**src/rtl/axil_bridge_pkg.sv**
```systemverilog
package axil_bridge_pkg;
  localparam logic [2:0] RegStatus = 3'd0;
  localparam logic [2:0] RegCtrl   = 3'd1;
  localparam logic [2:0] RegAddrLo = 3'd2;
  localparam logic [2:0] RegAddrHi = 3'd3;
  localparam logic [2:0] RegWdLo   = 3'd4;
  localparam logic [2:0] RegWdHi   = 3'd5;
  localparam logic [2:0] RegRdLo   = 3'd6;
  localparam logic [2:0] RegRdHi   = 3'd7;

  localparam int EvtW = 5;  // status / mask bits 15:11

  // strobes from sequencer to register datapath
  typedef struct packed {
    logic setRdDone;
    logic setWrDone;
    logic setTmo;
    logic setErr;
    logic capRd;
    logic incAddr;
    logic clrRdAvail;
  } strobe_t;
endpackage

```
**src/rtl/axil_bridge_seq.sv**
```systemverilog
module axil_bridge_seq
  import axil_bridge_pkg::*;
#(
  parameter int TimeoutCycles = 64
) (
  input  logic       clk,
  input  logic       rstN,
  input  logic       cmdGo,
  input  logic       cmdRead,
  input  logic       cmdInc,
  input  logic       awReady,
  input  logic       wReady,
  input  logic       bValid,
  input  logic [1:0] bResp,
  input  logic       arReady,
  input  logic       rValid,
  input  logic [1:0] rResp,
  output logic       awValid,
  output logic       wValid,
  output logic       bReady,
  output logic       arValid,
  output logic       rReady,
  output logic       busy,
  output strobe_t    strb
);
  localparam int CntW = $clog2(TimeoutCycles + 1);
  localparam logic [CntW-1:0] CntLast = CntW'(TimeoutCycles - 1);

  typedef enum logic [2:0] {StIdle, StWrAddr, StWrResp, StRdAddr, StRdResp} state_e;

  state_e          state, stateNxt;
  logic            awDone, wDone, incLat;
  logic [CntW-1:0] tmoCnt;
  logic            fin, finErr, finRd, tmoHit;

  always_comb begin
    busy    = (state != StIdle);
    awValid = (state == StWrAddr) && !awDone;
    wValid  = (state == StWrAddr) && !wDone;
    bReady  = (state == StWrResp);
    arValid = (state == StRdAddr);
    rReady  = (state == StRdResp);
    finRd   = (state == StRdResp);
    fin     = ((state == StWrResp) && bValid) || (finRd && rValid);
    finErr  = finRd ? (rResp != 2'b00) : (bResp != 2'b00);
    tmoHit  = busy && !fin && (tmoCnt == CntLast);

    strb.setRdDone  = fin && !finErr && finRd;
    strb.setWrDone  = fin && !finErr && !finRd;
    strb.setErr     = fin && finErr;
    strb.setTmo     = tmoHit;
    strb.capRd      = fin && !finErr && finRd;
    strb.incAddr    = fin && !finErr && incLat;
    strb.clrRdAvail = (state == StIdle) && cmdGo && cmdRead;
  end

  always_comb begin
    stateNxt = state;
    unique case (state)
      StIdle:   if (cmdGo) stateNxt = cmdRead ? StRdAddr : StWrAddr;
      StWrAddr: if ((awDone || awReady) && (wDone || wReady)) stateNxt = StWrResp;
      StRdAddr: if (arReady) stateNxt = StRdResp;
      StWrResp, StRdResp: if (fin) stateNxt = StIdle;
      default:  stateNxt = StIdle;
    endcase
    if (tmoHit) stateNxt = StIdle;
  end

  always_ff @(posedge clk or negedge rstN) begin
    if (!rstN) begin
      state  <= StIdle;
      tmoCnt <= '0;
      awDone <= 1'b0;
      wDone  <= 1'b0;
      incLat <= 1'b0;
    end else begin
      state  <= stateNxt;
      tmoCnt <= busy ? tmoCnt + 1'b1 : '0;
      awDone <= (state == StWrAddr) && (awDone || awReady);
      wDone  <= (state == StWrAddr) && (wDone || wReady);
      if (state == StIdle && cmdGo) incLat <= cmdInc;
    end
  end
endmodule

```
**src/rtl/axil_bridge_regs.sv**
```systemverilog
module axil_bridge_regs
  import axil_bridge_pkg::*;
#(
  parameter int RegW = 16
) (
  input  logic              clk,
  input  logic              rstN,
  input  logic [2:0]        hostAddr,
  input  logic              hostWrEn,
  input  logic [RegW-1:0]   hostWrData,
  output logic [RegW-1:0]   hostRdData,
  input  logic              busy,
  input  strobe_t           strb,
  input  logic [2*RegW-1:0] rdWord,
  input  logic              irqIn,
  output logic [2*RegW-1:0] xferAddr,
  output logic [2*RegW-1:0] xferData,
  output logic              cmdGo,
  output logic              cmdRead,
  output logic              cmdInc,
  output logic [EvtW-1:0]   enMask,
  output logic              irqOut
);
  localparam int WordW = 2 * RegW;

  logic [WordW-1:0] addrQ, wdQ, rdQ;
  logic [EvtW-1:0]  evtQ, evtSet, evtClr;
  logic             rdAvail, initDone;
  logic             wrSel [8];

  generate
    for (genvar i = 0; i < 8; i++) begin : g_sel
      assign wrSel[i] = hostWrEn && (hostAddr == 3'(i));
    end
  endgenerate

  assign cmdGo   = wrSel[RegCtrl] && !busy && (hostWrData[3:2] == 2'b10);
  assign cmdRead = hostWrData[1];
  assign cmdInc  = hostWrData[0];

  assign evtSet = {strb.setRdDone, strb.setWrDone, strb.setTmo, strb.setErr, irqIn};
  assign evtClr = wrSel[RegStatus] ? hostWrData[RegW-1 -: EvtW] : '0;

  always_ff @(posedge clk or negedge rstN) begin
    if (!rstN) begin
      addrQ    <= '0;
      wdQ      <= '0;
      rdQ      <= '0;
      evtQ     <= '0;
      enMask   <= '0;
      rdAvail  <= 1'b0;
      initDone <= 1'b0;
    end else begin
      initDone <= 1'b1;
      evtQ     <= evtSet | (evtQ & ~evtClr);
      if (wrSel[RegCtrl]) enMask <= hostWrData[RegW-1 -: EvtW];
      if (strb.capRd) begin
        rdQ     <= rdWord;
        rdAvail <= 1'b1;
      end else if (strb.clrRdAvail) begin
        rdAvail <= 1'b0;
      end
      if (strb.incAddr) addrQ <= addrQ + WordW'(4);
      if (!busy) begin
        if (wrSel[RegAddrLo]) addrQ[RegW-1:0]     <= hostWrData;
        if (wrSel[RegAddrHi]) addrQ[WordW-1:RegW] <= hostWrData;
        if (wrSel[RegWdLo])   wdQ[RegW-1:0]       <= hostWrData;
        if (wrSel[RegWdHi])   wdQ[WordW-1:RegW]   <= hostWrData;
      end
    end
  end

  always_comb begin
    unique case (hostAddr)
      RegStatus: hostRdData = {evtQ, 3'b000, rdAvail, busy, initDone, 5'b00000};
      RegCtrl:   hostRdData = {enMask, (RegW - EvtW)'(0)};
      RegAddrLo: hostRdData = addrQ[RegW-1:0];
      RegAddrHi: hostRdData = addrQ[WordW-1:RegW];
      RegWdLo:   hostRdData = wdQ[RegW-1:0];
      RegWdHi:   hostRdData = wdQ[WordW-1:RegW];
      RegRdLo:   hostRdData = rdQ[RegW-1:0];
      default:   hostRdData = rdQ[WordW-1:RegW];
    endcase
  end

  assign xferAddr = addrQ;
  assign xferData = wdQ;
  assign irqOut   = |(evtQ & enMask);
endmodule

```
**src/rtl/axil_window_bridge.sv**
```systemverilog
module axil_window_bridge
  import axil_bridge_pkg::*;
#(
  parameter int TimeoutCycles = 64
) (
  input  logic        clk,
  input  logic        rstN,
  input  logic [2:0]  hostAddr,
  input  logic        hostWrEn,
  input  logic [15:0] hostWrData,
  output logic [15:0] hostRdData,
  input  logic        irqIn,
  output logic        irqOut,
  output logic        awValid,
  input  logic        awReady,
  output logic [31:0] awAddr,
  output logic        wValid,
  input  logic        wReady,
  output logic [31:0] wData,
  output logic [3:0]  wStrb,
  input  logic        bValid,
  output logic        bReady,
  input  logic [1:0]  bResp,
  output logic        arValid,
  input  logic        arReady,
  output logic [31:0] arAddr,
  input  logic        rValid,
  output logic        rReady,
  input  logic [31:0] rData,
  input  logic [1:0]  rResp
);
  strobe_t         strb;
  logic            busy, cmdGo, cmdRead, cmdInc;
  logic [31:0]     xferAddr;
  logic [EvtW-1:0] enMask;

  axil_bridge_regs #(.RegW(16)) u_regs (
    .clk(clk), .rstN(rstN), .hostAddr(hostAddr), .hostWrEn(hostWrEn),
    .hostWrData(hostWrData), .hostRdData(hostRdData), .busy(busy), .strb(strb),
    .rdWord(rData), .irqIn(irqIn), .xferAddr(xferAddr), .xferData(wData),
    .cmdGo(cmdGo), .cmdRead(cmdRead), .cmdInc(cmdInc), .enMask(enMask),
    .irqOut(irqOut)
  );

  axil_bridge_seq #(.TimeoutCycles(TimeoutCycles)) u_seq (
    .clk(clk), .rstN(rstN), .cmdGo(cmdGo), .cmdRead(cmdRead), .cmdInc(cmdInc),
    .awReady(awReady), .wReady(wReady), .bValid(bValid), .bResp(bResp),
    .arReady(arReady), .rValid(rValid), .rResp(rResp), .awValid(awValid),
    .wValid(wValid), .bReady(bReady), .arValid(arValid), .rReady(rReady),
    .busy(busy), .strb(strb)
  );

  assign awAddr = xferAddr;
  assign arAddr = xferAddr;
  assign wStrb  = 4'hF;
endmodule

```
**config.mk**
```make
export PLATFORM = sky130hd
export DESIGN_NAME = axil_window_bridge
export DESIGN_NICKNAME = d
export VERILOG_FILES = /design/src/rtl/axil_bridge_pkg.sv /design/src/rtl/axil_bridge_seq.sv /design/src/rtl/axil_bridge_regs.sv /design/src/rtl/axil_window_bridge.sv
export SDC_FILE = /design/constraint.sdc
export NUM_CORES = 1
export LEC_CHECK = 0
export ABC_AREA = 0
export BUFFER_PORTS_ARGS = -buffer_cell sky130_fd_sc_hd__clkbuf_2
export CORE_UTILIZATION = 29
export CTS_CLUSTER_SIZE = 14
export DETAILED_ROUTE_END_ITERATION = 6
export PLACE_DENSITY = 0.53
export SETUP_SLACK_MARGIN = 0.02
export SYNTH_ARGS = -nofsm -noshare
export SYNTH_HDL_FRONTEND = slang
export SYNTH_SLANG_ARGS = --single-unit
```
**constraint.sdc**
```tcl
create_clock -name clk -period 2.4 [get_ports clk]
set_input_delay 0.12 -clock clk [delete_from_list [all_inputs] [get_ports clk]]
set_output_delay 0.12 -clock clk [all_outputs]
set_load 0.01 [all_outputs]
```
==> run summary <==
Port buffering added 181 buffers. The initial DRC count came out at between 400 and 500. The detailed-route DRC error count is 0.

The die outline area came out at 0.0240 sq mm. The routed via count divided by cell count came out at 4.90. Leaving out fill and tap cells, the most frequent cell in the layout is sky130_fd_sc_hd__clkbuf_2. The chip height came out at about 160 microns.

In this run the count of I/O pins placed on the die edge is 186. The per-cell routed wire length came out at around 19 microns. The H-tree was split into 4 levels. The most used flip-flop cell after synthesis is sky130_fd_sc_hd__dfrtp_1. The post-synthesis cell count came out at between 600 and 700. The final-report setup violation count is 0.

The critical path's largest stage delay is around 0.48 ns. The transition time at the pin with the least slew margin is 0.711 ns. The final-report max-slew violation count came out at 0. The cell area after synthesis came out at between 0.006 and 0.007 sq mm. In the synthesized netlist, mux cells make up between 10% and 20% of the area. The worst setup path is launched from a register. At the end of the flow the core is filled with cells to just under 40%. Summing the areas of all and, or, nand and nor instances in the mapped netlist gives 18.7% of the synthesized area.

The share of the clock period used by the worst path is about 96%. The later pin in the worst-skew pair is clocked with a latency of 0.42 ns. After synthesis, the largest family of logic cells by area is simple AND/OR/NAND/NOR gates.

The repair_antennas step left the layout with diodes totalling 0. The synthesized design contains approximately 120 register bits. The top achievable clock speed is around 430 MHz.

TritonCTS built the clock tree. Before antenna repair, the detailed router went through 5 iterations. The distinct cell type count after synthesis is 64. The XOR/XNOR share of the synthesized area is under 10%. The die is roughly 160 microns wide.

The total grt overflow is 0. The hold violation count in the final report is 0. The weighted congestion at the end of routability-driven global placement came out at approximately 0.8.

Clock tree synthesis selected as its root buffer the cell sky130_fd_sc_hd__clkbuf_16. The net total in the final layout is between 900 and 1,000. The total negative slack is 0 ns. The all-layer global routing usage is a little under a fifth. The sum of buffers and inverters on the critical path is 1. The max-cap check violation count is 0. The synthesis warning total came out at 0. The clock transition at the register clock pins on the worst setup and hold paths after CTS is roughly 0.06 ns.

The clock sink count came out at 121. The tightest min-delay check is of the in2reg type. The largest individual stage delay along the critical path comes from the cell sky130_fd_sc_hd__dfrtp_2. The maximum vdd drop came out at around 0.00054 V.

The post-CTS setup buffer count is 0. In this design, the largest share of critical-path delay is due to simple AND/OR/NAND/NOR gates. The data required time at the worst endpoint came out at roughly 2.3 ns.

Measured against its own limit, the worst slew margin works out to between 50% and 60%. The static power due to leakage came out at a little over 4 nW. The longest clock path from root to sink contains 2 buffers. The worst-case hold slack is about 0.017 ns. The total number of placement rows came out at 55. The average footprint of a synthesized cell is ~10 sq um.

The number of global-route vias before repair came to ~5,600. The pin count of the biggest net entering global routing is between 100 and 150. The portion of the post-synthesis area used by sequential elements came out at approximately 45%. The final critical path time including I/O delays and setup is approximately 2.3 ns. Setup repair after global routing could not meet its margin everywhere. For this configuration, the core starts out at a cell density of just under 30%. In the layout the commonest cells are 180 x sky130_fd_sc_hd__clkbuf_2, 120 x sky130_fd_sc_hd__dfrtp_1, 80 x sky130_fd_sc_hd__mux2_2. The number of antenna violations at the first check in global routing was 1. The detailed placer's ending HPWL is 16,400 microns. The synthesized netlist devotes less than 1% of its cell area to adder and majority cells. The ratio of cells with drive above 1 in the final layout came out at 39.5%. Relative to the synthesized area, the layout overhead comes to 33.4%. The overall routed net length came out at between 20,000 and 25,000 microns.

Traced cell by cell, the critical path runs through or3_4, mux4_2, nor2_1, a21oi_1, clkbuf_2. The post-route antenna net violation count came out at 0. TritonCTS created 17 clock buffers. STA classifies the critical path endpoint as an output pin.

The worst-path maximum fanout came out at 12. After floorplanning, the core was sized to cover roughly 0.023 sq mm. The areal power density over the cells came out at between 700 and 800 mW/mm^2. The setup path with the least slack is of type reg2out. The arrival time at the worst endpoint came out at between 2 and 2.5 ns.

The post-synthesis async set-or-reset flop share came out at 100%. The via count is between 5,000 and 6,000. The count of flip-flops with a built-in enable after synthesis came out at 0. Across the routed clock network, the largest skew measured is 0.00700 ns.

The fraction of the mapped netlist area in compound gates is between 10% and 20%. The flow ran to the end, and the final reports show no timing, DRC or antenna violations. The wire length of the first global-routing pass came out at between 30,000 and 40,000 microns.
-- layout make-up --
cell class | instances | area [sq um]
sequential | 121 | 3030
inverter | 5 | 18.8
timing repair buffer | 265 | 1700
tap | 313 | 392
clock inverter | 14 | 164
clock buffer | 18 | 439
multi-input combinational | 470 | 3320
fill | 2273 | 13700
-- path summary, 6_finish.rpt --
check / depth (start not counted) / end / slack [ns] / from
max: 5 / hostRdData[6] / 0.1 / u_seq.state[2]
min: 3 / u_regs.xferAddr[21] / 0.02 / hostWrData[5]
min in group asynchronous: 3 / u_regs.xferData[14] / 0.33 / rstN
min reg2reg: 1 / u_seq.tmoCnt[0] / 0.46 / u_seq.tmoCnt[0]
max in group asynchronous: 3 / u_regs.xferAddr[24] / 1.52 / rstN
max reg2reg: 7 / u_regs.xferAddr[19] / 0.25 / u_seq.state[1]
-- what timing repair did --
action,CTS,global route
hold endpoints to repair,171,0
hold buffers,44,0
gates resized for setup,1,2
setup endpoints to repair,2,2
-- metal layers --
metal	GRT usage (%)	part of all wire [%]	wire length, microns
met2	29.4	46	10300
met5	0	0.053	12
met3	3.31	4.8	1080
met1	26.8	48	10800
met4	5.61	1.4	312
-- flip-flops by register name (all words and copies together) (netlist names) --
name,flops
u_regs.xferData,32
u_regs.xferAddr,32
u_seq.awDone,1
u_seq.tmoCnt,7
u_regs.rdQ,32
u_regs.evtQ,5
u_regs.initDone,1
u_seq.incLat,1
u_seq.wDone,1
u_regs.rdAvail,1
u_regs.enMask,5
u_seq.state,3
-- tightest hold or removal path, cell delays in order --
cell and delay, ns:
sky130_fd_sc_hd__clkbuf_2 0.15, sky130_fd_sc_hd__nand2_1 0.06, sky130_fd_sc_hd__o21ai_0 0.06
-- power breakdown --
part / total, mW / switching, mW / internal, mW
Clock: 2.61 / 1.03 / 1.58
Sequential: 2.64 / 0.333 / 2.30
Combinational: 1.72 / 0.938 / 0.782
-- kinds of logic (layout without fill, tap and decap cells) --
| group | Yosys count | in the layout |
|---|---|---|
| buffers and inverters | 82 | 302 |
| muxes | 100 | 100 |
| other | 1 | 5 |
| and+or+nand+nor | 235 | 235 |
| DFF | 121 | 121 |
| adders and majority gates | 2 | 2 |
| AOI/OAI and AO/OA | 106 | 106 |
| xor gates and xnor gates | 22 | 22 |
-- stage by stage --
| step | cells | area [sq um] | worst slack, ns | power (mW) |
|---|---|---|---|---|
| 2_1_floorplan | 673 | 6810 | 0.376 | 3.55 |
| 4_1_cts | 1206 | 9060 | 0.0370 | 7.04 |
| 3_3_place_gp | 1130 | 8010 | 0.0451 | 4.33 |
| 5_1_grt | 1206 | 9060 | 0.0134 | 7.29 |
| 3_5_place_dp | 1130 | 8010 | 0.0210 | 4.34 |
| 6_report | 1206 | 9060 | 0.0991 | 6.96 |
-- cells in the mapped netlist (3+ instances only) --
cell type	count	share of area [%]
sky130_fd_sc_hd__a21oi_1	34	2.5
sky130_fd_sc_hd__a221oi_1	14	1.8
sky130_fd_sc_hd__a31oi_1	8	0.74
sky130_fd_sc_hd__and2_1	3	0.28
sky130_fd_sc_hd__and3_1	6	0.55
sky130_fd_sc_hd__and4_1	6	0.77
sky130_fd_sc_hd__buf_1	7	0.39
sky130_fd_sc_hd__buf_2	13	0.96
sky130_fd_sc_hd__buf_4	41	4.5
sky130_fd_sc_hd__clkbuf_1	16	0.88
sky130_fd_sc_hd__dfrtp_1	121	45
sky130_fd_sc_hd__inv_1	4	0.22
sky130_fd_sc_hd__mux2_2	80	13
sky130_fd_sc_hd__mux2i_1	18	2.7
sky130_fd_sc_hd__nand2_1	61	3.4
sky130_fd_sc_hd__nand2b_1	3	0.28
sky130_fd_sc_hd__nand3_1	17	1.3
sky130_fd_sc_hd__nand3b_1	4	0.44
sky130_fd_sc_hd__nand4_1	6	0.55
sky130_fd_sc_hd__nand4b_1	3	0.39
sky130_fd_sc_hd__nor2_1	62	3.4
sky130_fd_sc_hd__nor2b_1	11	1.0
sky130_fd_sc_hd__nor3_1	8	0.59
sky130_fd_sc_hd__nor3_2	3	0.44
sky130_fd_sc_hd__nor3b_1	6	0.66
sky130_fd_sc_hd__nor4_1	16	1.5
sky130_fd_sc_hd__nor4_2	6	1.1
sky130_fd_sc_hd__o211ai_1	3	0.33
sky130_fd_sc_hd__o21ai_0	21	1.5
sky130_fd_sc_hd__o31ai_1	3	0.33
sky130_fd_sc_hd__xnor2_1	18	2.3
sky130_fd_sc_hd__xor2_1	4	0.52
Note: power is estimated with default switching activity, not from simulation.
